## config.mk

```make
export PLATFORM = sky130hd
export DESIGN_NAME = pwm_trip_guard
export DESIGN_NICKNAME = d
export VERILOG_FILES = /design/src/rtl/pwm_trip_pkg.sv /design/src/rtl/trip_sync.sv /design/src/rtl/trip_regs.sv /design/src/rtl/trip_fsm.sv /design/src/rtl/trip_gate.sv /design/src/rtl/pwm_trip_guard.sv
export SDC_FILE = /design/constraint.sdc
export NUM_CORES = 1
export LEC_CHECK = 0
export CORE_ASPECT_RATIO = 1.25
export CORE_MARGIN = 4
export CORE_UTILIZATION = 30
export DETAILED_ROUTE_END_ITERATION = 6
export DONT_BUFFER_PORTS = 1
export PLACE_DENSITY = 0.48
export SYNTH_ARGS = -nofsm -noshare
export SYNTH_HDL_FRONTEND = slang
export SYNTH_SLANG_ARGS = --single-unit
```

## constraint.sdc

```tcl
create_clock -name clk -period 2.2 [get_ports clk]
set_input_delay 0.11 -clock clk [delete_from_list [all_inputs] [get_ports clk]]
set_output_delay 0.11 -clock clk [all_outputs]
set_load 0.1 [all_outputs]
```

## src/rtl/pwm_trip_pkg.sv

```systemverilog
package pwm_trip_pkg;

    localparam int NSRC      = 3;
    localparam int REG_AW    = 3;
    localparam int SRC_PIN_A = 0;
    localparam int SRC_PIN_B = 1;
    localparam int SRC_CMP   = 2;

    typedef enum logic [1:0] {
        GS_RUN       = 2'd0,
        GS_TRIP      = 2'd1,
        GS_CLEARWAIT = 2'd2
    } guard_state_t;

    typedef enum logic [REG_AW-1:0] {
        RA_CTRL    = 3'd0,
        RA_SRC_EN  = 3'd1,
        RA_STATUS  = 3'd2,
        RA_OFF_LVL = 3'd3,
        RA_GUARD   = 3'd4
    } reg_addr_t;

endpackage

```

## src/rtl/trip_sync.sv

```systemverilog
module trip_sync #(
    parameter int W      = 3,
    parameter int STAGES = 2
) (
    input  logic         clk,
    input  logic         rst_n,
    input  logic [W-1:0] d_in,
    output logic [W-1:0] d_out
);

    logic [W-1:0] stage_q [STAGES];

    always_ff @(posedge clk or negedge rst_n) begin
        if (!rst_n) begin
            for (int i = 0; i < STAGES; i++) begin
                stage_q[i] <= '0;
            end
        end else begin
            stage_q[0] <= d_in;
            for (int i = 1; i < STAGES; i++) begin
                stage_q[i] <= stage_q[i-1];
            end
        end
    end

    assign d_out = stage_q[STAGES-1];

endmodule

```

## src/rtl/trip_regs.sv

```systemverilog
module trip_regs
    import pwm_trip_pkg::*;
#(
    parameter int N_OUT = 6,
    parameter int DW    = 16
) (
    input  logic              clk,
    input  logic              rst_n,
    input  logic              wr_en,
    input  logic [REG_AW-1:0] wr_addr,
    input  logic [DW-1:0]     wr_data,
    input  logic [REG_AW-1:0] rd_addr,
    input  logic [NSRC-1:0]   fault_sync,
    output logic [DW-1:0]     rd_data,
    output logic              sw_off,
    output logic [NSRC-1:0]   src_en,
    output logic [NSRC-1:0]   status,
    output logic [N_OUT-1:0]  off_lvl,
    output logic [N_OUT-1:0]  guard_mask
);

    localparam logic [DW-1:0] EN_RESET = DW'({NSRC{1'b1}});

    logic [DW-1:0]   ctrl_q;
    logic [DW-1:0]   en_q;
    logic [DW-1:0]   off_q;
    logic [DW-1:0]   guard_q;
    logic [NSRC-1:0] stat_q;
    logic [NSRC-1:0] clr_vec;
    logic [NSRC-1:0] set_vec;

    always_ff @(posedge clk or negedge rst_n) begin
        if (!rst_n) begin
            ctrl_q  <= '0;
            en_q    <= EN_RESET;
            off_q   <= '0;
            guard_q <= '1;
        end else if (wr_en) begin
            unique case (wr_addr)
                RA_CTRL:    ctrl_q  <= wr_data;
                RA_SRC_EN:  en_q    <= wr_data;
                RA_OFF_LVL: off_q   <= wr_data;
                RA_GUARD:   guard_q <= wr_data;
                default:    ;
            endcase
        end
    end

    always_comb begin
        clr_vec = '0;
        if (wr_en && (wr_addr == RA_STATUS)) begin
            clr_vec = wr_data[NSRC-1:0];
        end
        set_vec = fault_sync & en_q[NSRC-1:0];
    end

    always_ff @(posedge clk or negedge rst_n) begin
        if (!rst_n) begin
            stat_q <= '0;
        end else begin
            stat_q <= (stat_q & ~clr_vec) | set_vec;
        end
    end

    always_comb begin
        rd_data = '0;
        unique case (rd_addr)
            RA_CTRL:    rd_data = ctrl_q;
            RA_SRC_EN:  rd_data = en_q;
            RA_STATUS:  rd_data[NSRC-1:0] = stat_q;
            RA_OFF_LVL: rd_data = off_q;
            RA_GUARD:   rd_data = guard_q;
            default:    rd_data = '0;
        endcase
    end

    assign sw_off     = ctrl_q[0];
    assign src_en     = en_q[NSRC-1:0];
    assign status     = stat_q;
    assign off_lvl    = off_q[N_OUT-1:0];
    assign guard_mask = guard_q[N_OUT-1:0];

endmodule

```

## src/rtl/trip_fsm.sv

```systemverilog
module trip_fsm
    import pwm_trip_pkg::*;
(
    input  logic         clk,
    input  logic         rst_n,
    input  logic         fault_now,
    input  logic         status_any,
    output guard_state_t state,
    output logic         hold_active
);

    guard_state_t state_q;
    guard_state_t state_d;

    always_ff @(posedge clk or negedge rst_n) begin
        if (!rst_n) begin
            state_q <= GS_RUN;
        end else begin
            state_q <= state_d;
        end
    end

    always_comb begin
        state_d = state_q;
        unique case (state_q)
            GS_RUN: begin
                if (fault_now) state_d = GS_TRIP;
            end
            GS_TRIP: begin
                if (!fault_now) state_d = status_any ? GS_CLEARWAIT : GS_RUN;
            end
            GS_CLEARWAIT: begin
                if (fault_now)        state_d = GS_TRIP;
                else if (!status_any) state_d = GS_RUN;
            end
            default: state_d = GS_RUN;
        endcase
    end

    always_comb begin
        state       = state_q;
        hold_active = (state_q != GS_RUN);
    end

endmodule

```

## src/rtl/trip_gate.sv

```systemverilog
module trip_gate #(
    parameter int N_OUT = 6
) (
    input  logic [N_OUT-1:0] pwm_in,
    input  logic [N_OUT-1:0] off_lvl,
    input  logic [N_OUT-1:0] guard_mask,
    input  logic             hold_active,
    input  logic             async_trip,
    output logic [N_OUT-1:0] pwm_out
);

    logic force_all;
    assign force_all = hold_active | async_trip;

    for (genvar g = 0; g < N_OUT; g++) begin : g_lane
        assign pwm_out[g] = (guard_mask[g] && force_all) ? off_lvl[g] : pwm_in[g];
    end

endmodule

```

## src/rtl/pwm_trip_guard.sv

```systemverilog
module pwm_trip_guard
    import pwm_trip_pkg::*;
#(
    parameter int N_OUT       = 6,
    parameter int DW          = 16,
    parameter int SYNC_STAGES = 2
) (
    input  logic              clk,
    input  logic              rst_n,
    input  logic              trip_a_n,
    input  logic              trip_b_n,
    input  logic              ocp_in,
    input  logic              wr_en,
    input  logic [REG_AW-1:0] wr_addr,
    input  logic [DW-1:0]     wr_data,
    input  logic [REG_AW-1:0] rd_addr,
    output logic [DW-1:0]     rd_data,
    input  logic [N_OUT-1:0]  pwm_in,
    output logic [N_OUT-1:0]  pwm_out,
    output logic              irq
);

    logic [NSRC-1:0]  raw_fault;
    logic [NSRC-1:0]  fault_sync;
    logic [NSRC-1:0]  src_en;
    logic [NSRC-1:0]  status;
    logic [N_OUT-1:0] off_lvl;
    logic [N_OUT-1:0] guard_mask;
    logic             sw_off;
    logic             async_trip;
    logic             fault_now;
    logic             hold_active;
    guard_state_t     state;

    always_comb begin
        raw_fault            = '0;
        raw_fault[SRC_PIN_A] = ~trip_a_n;
        raw_fault[SRC_PIN_B] = ~trip_b_n;
        raw_fault[SRC_CMP]   = ocp_in;
    end

    trip_sync #(.W(NSRC), .STAGES(SYNC_STAGES)) u_sync (
        .clk   (clk),
        .rst_n (rst_n),
        .d_in  (raw_fault),
        .d_out (fault_sync)
    );

    trip_regs #(.N_OUT(N_OUT), .DW(DW)) u_regs (
        .clk        (clk),
        .rst_n      (rst_n),
        .wr_en      (wr_en),
        .wr_addr    (wr_addr),
        .wr_data    (wr_data),
        .rd_addr    (rd_addr),
        .fault_sync (fault_sync),
        .rd_data    (rd_data),
        .sw_off     (sw_off),
        .src_en     (src_en),
        .status     (status),
        .off_lvl    (off_lvl),
        .guard_mask (guard_mask)
    );

    assign async_trip = (|(raw_fault & src_en)) | sw_off;
    assign fault_now  = (|(fault_sync & src_en)) | sw_off;

    trip_fsm u_fsm (
        .clk         (clk),
        .rst_n       (rst_n),
        .fault_now   (fault_now),
        .status_any  (|status),
        .state       (state),
        .hold_active (hold_active)
    );

    trip_gate #(.N_OUT(N_OUT)) u_gate (
        .pwm_in      (pwm_in),
        .off_lvl     (off_lvl),
        .guard_mask  (guard_mask),
        .hold_active (hold_active),
        .async_trip  (async_trip),
        .pwm_out     (pwm_out)
    );

    assign irq = |status;

endmodule

```

==> reports/results.ini, run 1 <==
[sta]
min_period_ns = 2.23
worstMarginPinSlew_ns = 0.583
setup_violations = 3
finalClockSkew_ns = 0.00344
setup_tns_ns = -0.0316
final_max_slew_viol_count = 0
rsz0062_at_grt = yes
max_freq_ghz = 0.449
relSlewSlack_pct = 61.1
fin_crit_sh_pct = 101
finalWorstSetupSlack_ns = -0.0253
hold_viol = 0

[pwr]
internal_power_mw = 3.41
p_sw_share_pct = 32.2
switchingPower_mw = 1.62
power_frac_comb_pct = 31.5
power_frac_seq_pct = 37.9
p_leak_nw = 1.95
p_clk_share_pct = 30.6
ir_drop_v = 0.000449
finalPower_mw = 5.03
power.density_mw_per_mm2 = 1070

[critical_path]
cpPeakStageDelay_ns = 0.45
setup.worst_path.start_class = flop
cp_data_required_time_ns = 2.09
cp_max_fo = 6
setup.worst_path.class = flop to output pin
cp-end-kind = output pin
slowest_stage = or3_4
critical_path_arrival_ns = 2.12
cp_cell_sequence = or3_4, o41ai_4, buf_4, mux2_4, buf_12

[clocking]
cts_inserted_buffers = 9
cts_max_level = 3
clk_pin_slew_ns = 0.06
root_buffer = clkbuf_16
cts_tree = yes
clockBufferDepth = 2
clock_latency_ns = 0.33
cts.sinks = 75

[finish]
drive_gt1_share_pct = 48.5
nets = 330
antenna_cells_inserted = 0
synthToLayoutAreaGrowth_pct = 34.3

[die]
fp.dieH_um = 129
ioPinCount = 57
num_rows = 43
die_x_um = 105
fp.coreArea_mm2 = 0.0112
die-area_mm2 = 0.0135
initial_utilization_pct = 31.1

[route]
wire_per_inst_um = 19.9
antenna_left = 0
viasPerCell = 5.21
drc = 0
vias = 2272
wirelength_um = 8660
initialDrtViolationCount = 76
drt_pre_antenna_iters = 4

[yosys]
ys_warn_count = 0
synth.net_count = 282
yosysSeqAreaShare_pct = 54.4
syn_area_per_cell_um2 = 14.1
netlist-cell-type-count = 30
syn_inst = 248
ys_seq_elements = 75
syn-cell-area_mm2 = 0.00350

[global_route]
grt_pass1_wl_um = 14000
grt_pass1_vias = 2393
grt_use_total_pct = 13.5
grt_max_degree = 76
overflow = 0
antenna_found_initial = 0

[run]
cap_viol_max_count = 0

[hold_path]
hp-class = input pin to flop

[placement]
gp_congestion = 0.781
dp_hpwl_um = 5540
port_buffers = 0

[status]
outcome = finished, violations left
violations = negative setup slack

-- through the flow --
step | hold WS, ns | utilization [%] | cell area [um2] | setup slack (ns) | cells
2_1_floorplan | -0.186 | - | 3530 | 0.199 | 248
3_3_place_gp | -0.181 | 36.6 | 4120 | 0.192 | 398
3_5_place_dp | -0.182 | 36.6 | 4120 | 0.200 | 398
4_1_cts | 0.184 | 41.5 | 4670 | -0.00504 | 435
5_1_grt | 0.201 | 41.7 | 4690 | -0.0889 | 436
6_report | 0.185 | 41.7 | 4690 | -0.0253 | 436
-- cell type report --
cell class,instances,area [um2]
tap,135,169
sequential,75,1900
clock inverter,5,77.6
inverter,4,15.0
fill,1027,6550
multi-input combinational,154,1600
timing repair buffer,52,698
clock buffer,11,233
-- placed cells by master (no fill, tap or decap), drive strengths merged, types with 2 or more instances in the layout --
master	n
a22o	16
a22oi	4
and2	2
buf	32
bufinv	2
clkbuf	11
clkinv	3
dfrtp	56
dfstp	19
dlygate4sd3	20
inv	3
mux2	71
mux2i	15
nand2	8
nor2b	3
nor4bb	2
o22ai	2
o2bb2ai	13
o41ai	7
or3	2
-- flip-flops by register name, summed over array words and instances, names as in the netlist --
name / flops
u_sync.stage_q: 3
u_regs.ctrl_q: 16
u_regs.off_q: 16
u_regs.guard_q: 16
u_regs.en_q: 16
u_regs.status: 3
u_fsm.state: 2
u_sync.d_out: 3
-- worst paths after layout --
kind,start,to,slack [ns],cells past startpoint
setup / recovery,u_fsm.state[1],pwm_out[5],-0.03,5
hold / removal,wr_addr[0],u_regs.guard_q[1],0.18,4
setup reg to reg,u_regs.status[1],u_fsm.state[1],1.17,3
hold reg to reg,u_sync.stage_q[5],u_sync.d_out[2],0.35,0
max in group asynchronous,rst_n,u_regs.guard_q[8],1.48,2
min in group asynchronous,rst_n,u_regs.ctrl_q[4],0.36,2
-- worst max-delay path: cells and delay by family, from the launching register on --
kind,cells,cell delay [ns]
AND/OR/NAND/NOR,1,0.45
flip-flops,1,0.40
buffers and inverters,2,0.33
multiplexers,1,0.31
AO/OA/AOI/OAI,1,0.29
-- power by group through the flow --
stage / combinational (mW) / sequential [mW] / clock [mW]
floorplan: 1.09 / 1.86 / 0
global placement: 1.46 / 1.91 / 0
detailed placement: 1.47 / 1.93 / 0
CTS: 1.57 / 1.91 / 1.57
global route: 1.67 / 1.95 / 1.63
finish: 1.58 / 1.91 / 1.54
-- cells in the mapped netlist (all sizes together) --
| cell type | instances | area [um2] |
|---|---|---|
| a21oi | 1 | 5.00 |
| a22o | 16 | 140 |
| a22oi | 4 | 30.0 |
| and2 | 2 | 12.5 |
| and4bb | 1 | 12.5 |
| buf | 13 | 70.1 |
| clkbuf | 2 | 7.51 |
| clkinv | 1 | 3.75 |
| dfrtp | 56 | 1400 |
| dfstp | 19 | 499 |
| inv | 3 | 11.3 |
| mux2 | 71 | 800 |
| mux2i | 15 | 150 |
| mux4 | 1 | 22.5 |
| nand2 | 8 | 30.0 |
| nand4b | 1 | 15.0 |
| nor2 | 1 | 3.75 |
| nor2b | 3 | 18.8 |
| nor3 | 1 | 5.00 |
| nor4b | 1 | 23.8 |
| nor4bb | 2 | 20.0 |
| o21ai | 1 | 5.00 |
| o22ai | 2 | 12.5 |
| o2bb2ai | 13 | 114 |
| o41ai | 7 | 61.3 |
| or3 | 2 | 12.5 |
| xor2 | 1 | 8.76 |
-- logic make-up after synthesis --
family                    after synthesis  synth area share [%]
AOI/OAI and AO/OA                      44                  10.5
xor gates and xnor gates                1                 0.251
muxes                                  87                  27.8
and+or+nand+nor                        22                  4.40
DFF                                    75                  54.4
buffers and inverters                  19                  2.65
-- layer usage --
metal | vias to the layer above | global-route usage [%] | routed length [um]
met2 | 58 | 22.1 | 4200
met3 | 9 | 3.76 | 398
met4 | 0 | 3.99 | 104
li1 | 1037 | - | -
met5 | - | 0 | 0
met1 | 1168 | 17.5 | 3960
-- timing repair --
item                                   in CTS  in global routing
endpoints found under the hold margin     145                  0
cloned                                      0                  0
setup endpoints to repair                   6                  6
resized for setup                           6                  2
buffers inserted                            0                  1
hold buffers                               21                  0
pin swaps                                   1                  2
(Power assumes the default switching activity.)
==> inputs of run 2 (changes only) <==
--- a/config.mk
+++ b/config.mk
@@ -5,12 +5,13 @@
 export SDC_FILE = /design/constraint.sdc
 export NUM_CORES = 1
 export LEC_CHECK = 0
+export ABC_AREA = 1
+export BUFFER_PORTS_ARGS = -buffer_cell sky130_fd_sc_hd__buf_2
 export CORE_ASPECT_RATIO = 1.25
 export CORE_MARGIN = 4
 export CORE_UTILIZATION = 30
 export DETAILED_ROUTE_END_ITERATION = 6
-export DONT_BUFFER_PORTS = 1
-export PLACE_DENSITY = 0.48
+export PLACE_DENSITY = 0.52
 export SYNTH_ARGS = -nofsm -noshare
 export SYNTH_HDL_FRONTEND = slang
 export SYNTH_SLANG_ARGS = --single-unit
==> run 2 against run 1 <==
Compared with the run above:
- the flow now finishes without violations
- sequential cell count unchanged
- largest power group unchanged
- combinational power down 31%
- fmax up 10%
==> reports/results.ini, run 2 <==
[status]
outcome = finished clean

[sta]
rsz0062_at_grt = no
hold_viol = 0
max_freq_ghz = 0.497
finalClockSkew_ns = 0.00597
setup_tns_ns = 0
final_max_slew_viol_count = 0
relSlewSlack_pct = 67.4
worstMarginPinSlew_ns = 0.492
min_period_ns = 2.01
fin_crit_sh_pct = 91.5
setup_violations = 0
finalWorstSetupSlack_ns = 0.186
whs_ns = 0.0573

[placement]
gp_congestion = 0.819
dp_hpwl_um = 5810
place_area_mm2 = 0.00386
port_buffers = 56
place_ws_ns = 0.430
placed_cells = 580

[critical_path]
setup.worst_path.class = flop to output pin
setup.worst_path.start_class = flop
cp_common_cell = nand2_1
worst-path-buf-inv = 2
cp_data_required_time_ns = 2.09
r2r-start = u_regs.en_q[2]
worst_r2r_endpoint = u_fsm.state[0]
cpPeakStageDelay_ns = 0.54
cp_max_fo = 12
slowest_stage = dfstp_2
cp-end-kind = output pin
reg2reg_depth = 3
cp_cell_sequence = inv_1, o21a_1, nand2_1, nand3_1, nand2_1, clkbuf_4
critical_path_arrival_ns = 1.90
crit_family = flip-flops
ff2ff_setup_slack_ns = 1.27

[yosys]
async_reset_ff_share_pct = 100
synth_top_area_share_pct = 41.4
syn_inst = 398
ys.flop_type = dfrtp_1
syn_area_per_cell_um2 = 8.50
synth.net_count = 432
synth_largest_area_cell = dfrtp_1
ys_warn_count = 0
netlist-cell-type-count = 21
yosysMostFrequentCell = nand2_1
synth_common_cells = nand2_1, o21ai_0, dfrtp_1
syn-cell-area_mm2 = 0.00338
ys_seq_elements = 75
yosysSeqAreaShare_pct = 56.2
synth_area_leaders = dfrtp_1, dfstp_2, nand2_1
synth-edff-count = 0

[die]
ioPinCount = 57
initial_utilization_pct = 30.5
fp.dieH_um = 127
die-area_mm2 = 0.0131
die_x_um = 103
num_rows = 43
fp.coreArea_mm2 = 0.0111

[pwr]
p_leak_nw = 2.02
ir_drop_v = 0.000334
power.density_mw_per_mm2 = 1020
finalPower_mw = 4.28

[global_route]
antenna_found_initial = 0
grt_pass1_vias = 2890
grt_max_degree = 76
grt_use_total_pct = 14.2
grt_pass1_wl_um = 14200
overflow = 0

[finish]
synthToLayoutAreaGrowth_pct = 23.9
fin_util_pct = 37.8
nets = 494
layout.cells.non_filler = 600
antenna_cells_inserted = 0
final_common_cell = nand2_1
finalInstanceArea_mm2 = 0.00419
mostFrequentLayoutCells = nand2_1, o21ai_0, dfrtp_1, buf_2
drive_gt1_share_pct = 23.2

[route]
antenna_left = 0
drc = 0
viasPerCell = 4.79
vias = 2876
drt_pre_antenna_iters = 4
wirelength_um = 8830
wire_per_inst_um = 14.7
initialDrtViolationCount = 163

[clocking]
cts.sinks = 75
cts_tree = yes
cts_setup_buffers = 0
cts_max_level = 3
clk_pin_slew_ns = 0.06
clockBufferDepth = 2
cts_inserted_buffers = 9
root_buffer = clkbuf_16
clock_latency_ns = 0.33

[run]
cap_viol_max_count = 0

[hold_path]
hold_depth = 3
whs_endpoint = u_regs.guard_q[9]
min_from = wr_data[9]
hp-class = input pin to flop

-- run 2: changes by cell type in the layout (fill, tap and decap cells not counted), moves of 13 or more --
cell,before,now
nand2_1,8,132
o21ai_0,1,68
mux2_2,66,0
buf_2,0,48
nand3_1,0,28
nand4_1,0,28
inv_1,3,25
a22o_1,16,0
buf_12,19,3
dlygate4sd3_1,20,4
mux2i_1,15,0
o2bb2ai_1,13,0
-- run 2: layer usage --
layer | vias to the layer above | track usage [%] | part of all wire, %
met2 | 61 | 23.7 | 51
met5 | - | 0 | 0
met1 | 1357 | 17.5 | 43
met4 | 0 | 6.33 | 1.4
li1 | 1449 | - | -
met3 | 9 | 2.92 | 4.2
-- run 2: logic make-up after synthesis --
| logic type | Yosys count | share of synthesized area (%) |
|---|---|---|
| AND/OR/NAND/NOR | 203 | 26.7 |
| AO/OA/AOI/OAI | 72 | 10.8 |
| buffers and inverters | 48 | 6.32 |
| flip-flops | 75 | 56.2 |
-- run 2: timing repair --
action,CTS,global route
resized for setup,0,6
hold buffers,4,0
endpoints found under the hold margin,59,0
endpoints found under the setup margin,0,6
-- run 2: final cells by class --
class | count | area (um2)
Fill cell | 1147 | 6890
Sequential cell | 75 | 1900
Multi-Input combinational cell | 275 | 1270
Timing Repair Buffer | 73 | 475
Clock buffer | 12 | 256
Tap cell | 135 | 169
Inverter | 26 | 97.6
Clock inverter | 4 | 25.0
-- run 2: worst max path at each step --
stage / start / endpoint / cells past startpoint
floorplan: u_regs.en_q[0] / pwm_out[0] / 6
global placement: u_regs.en_q[0] / pwm_out[4] / 6
detailed placement: u_regs.en_q[0] / pwm_out[3] / 6
CTS: u_regs.en_q[0] / pwm_out[3] / 6
global route: u_regs.en_q[0] / pwm_out[5] / 6
finish: u_regs.en_q[0] / pwm_out[3] / 6
-- run 2: power by group --
part	switching, mW	internal, mW
logic	0.808	0.280
registers	0.155	1.68
clock network	0.537	0.820
total	1.50	2.78
-- run 2: worst register-to-register path: stages, from the launching register on --
cell,delay [ns]
dfstp_2,0.55
nand2_1,0.10
nand2_1,0.12
o21a_1,0.11
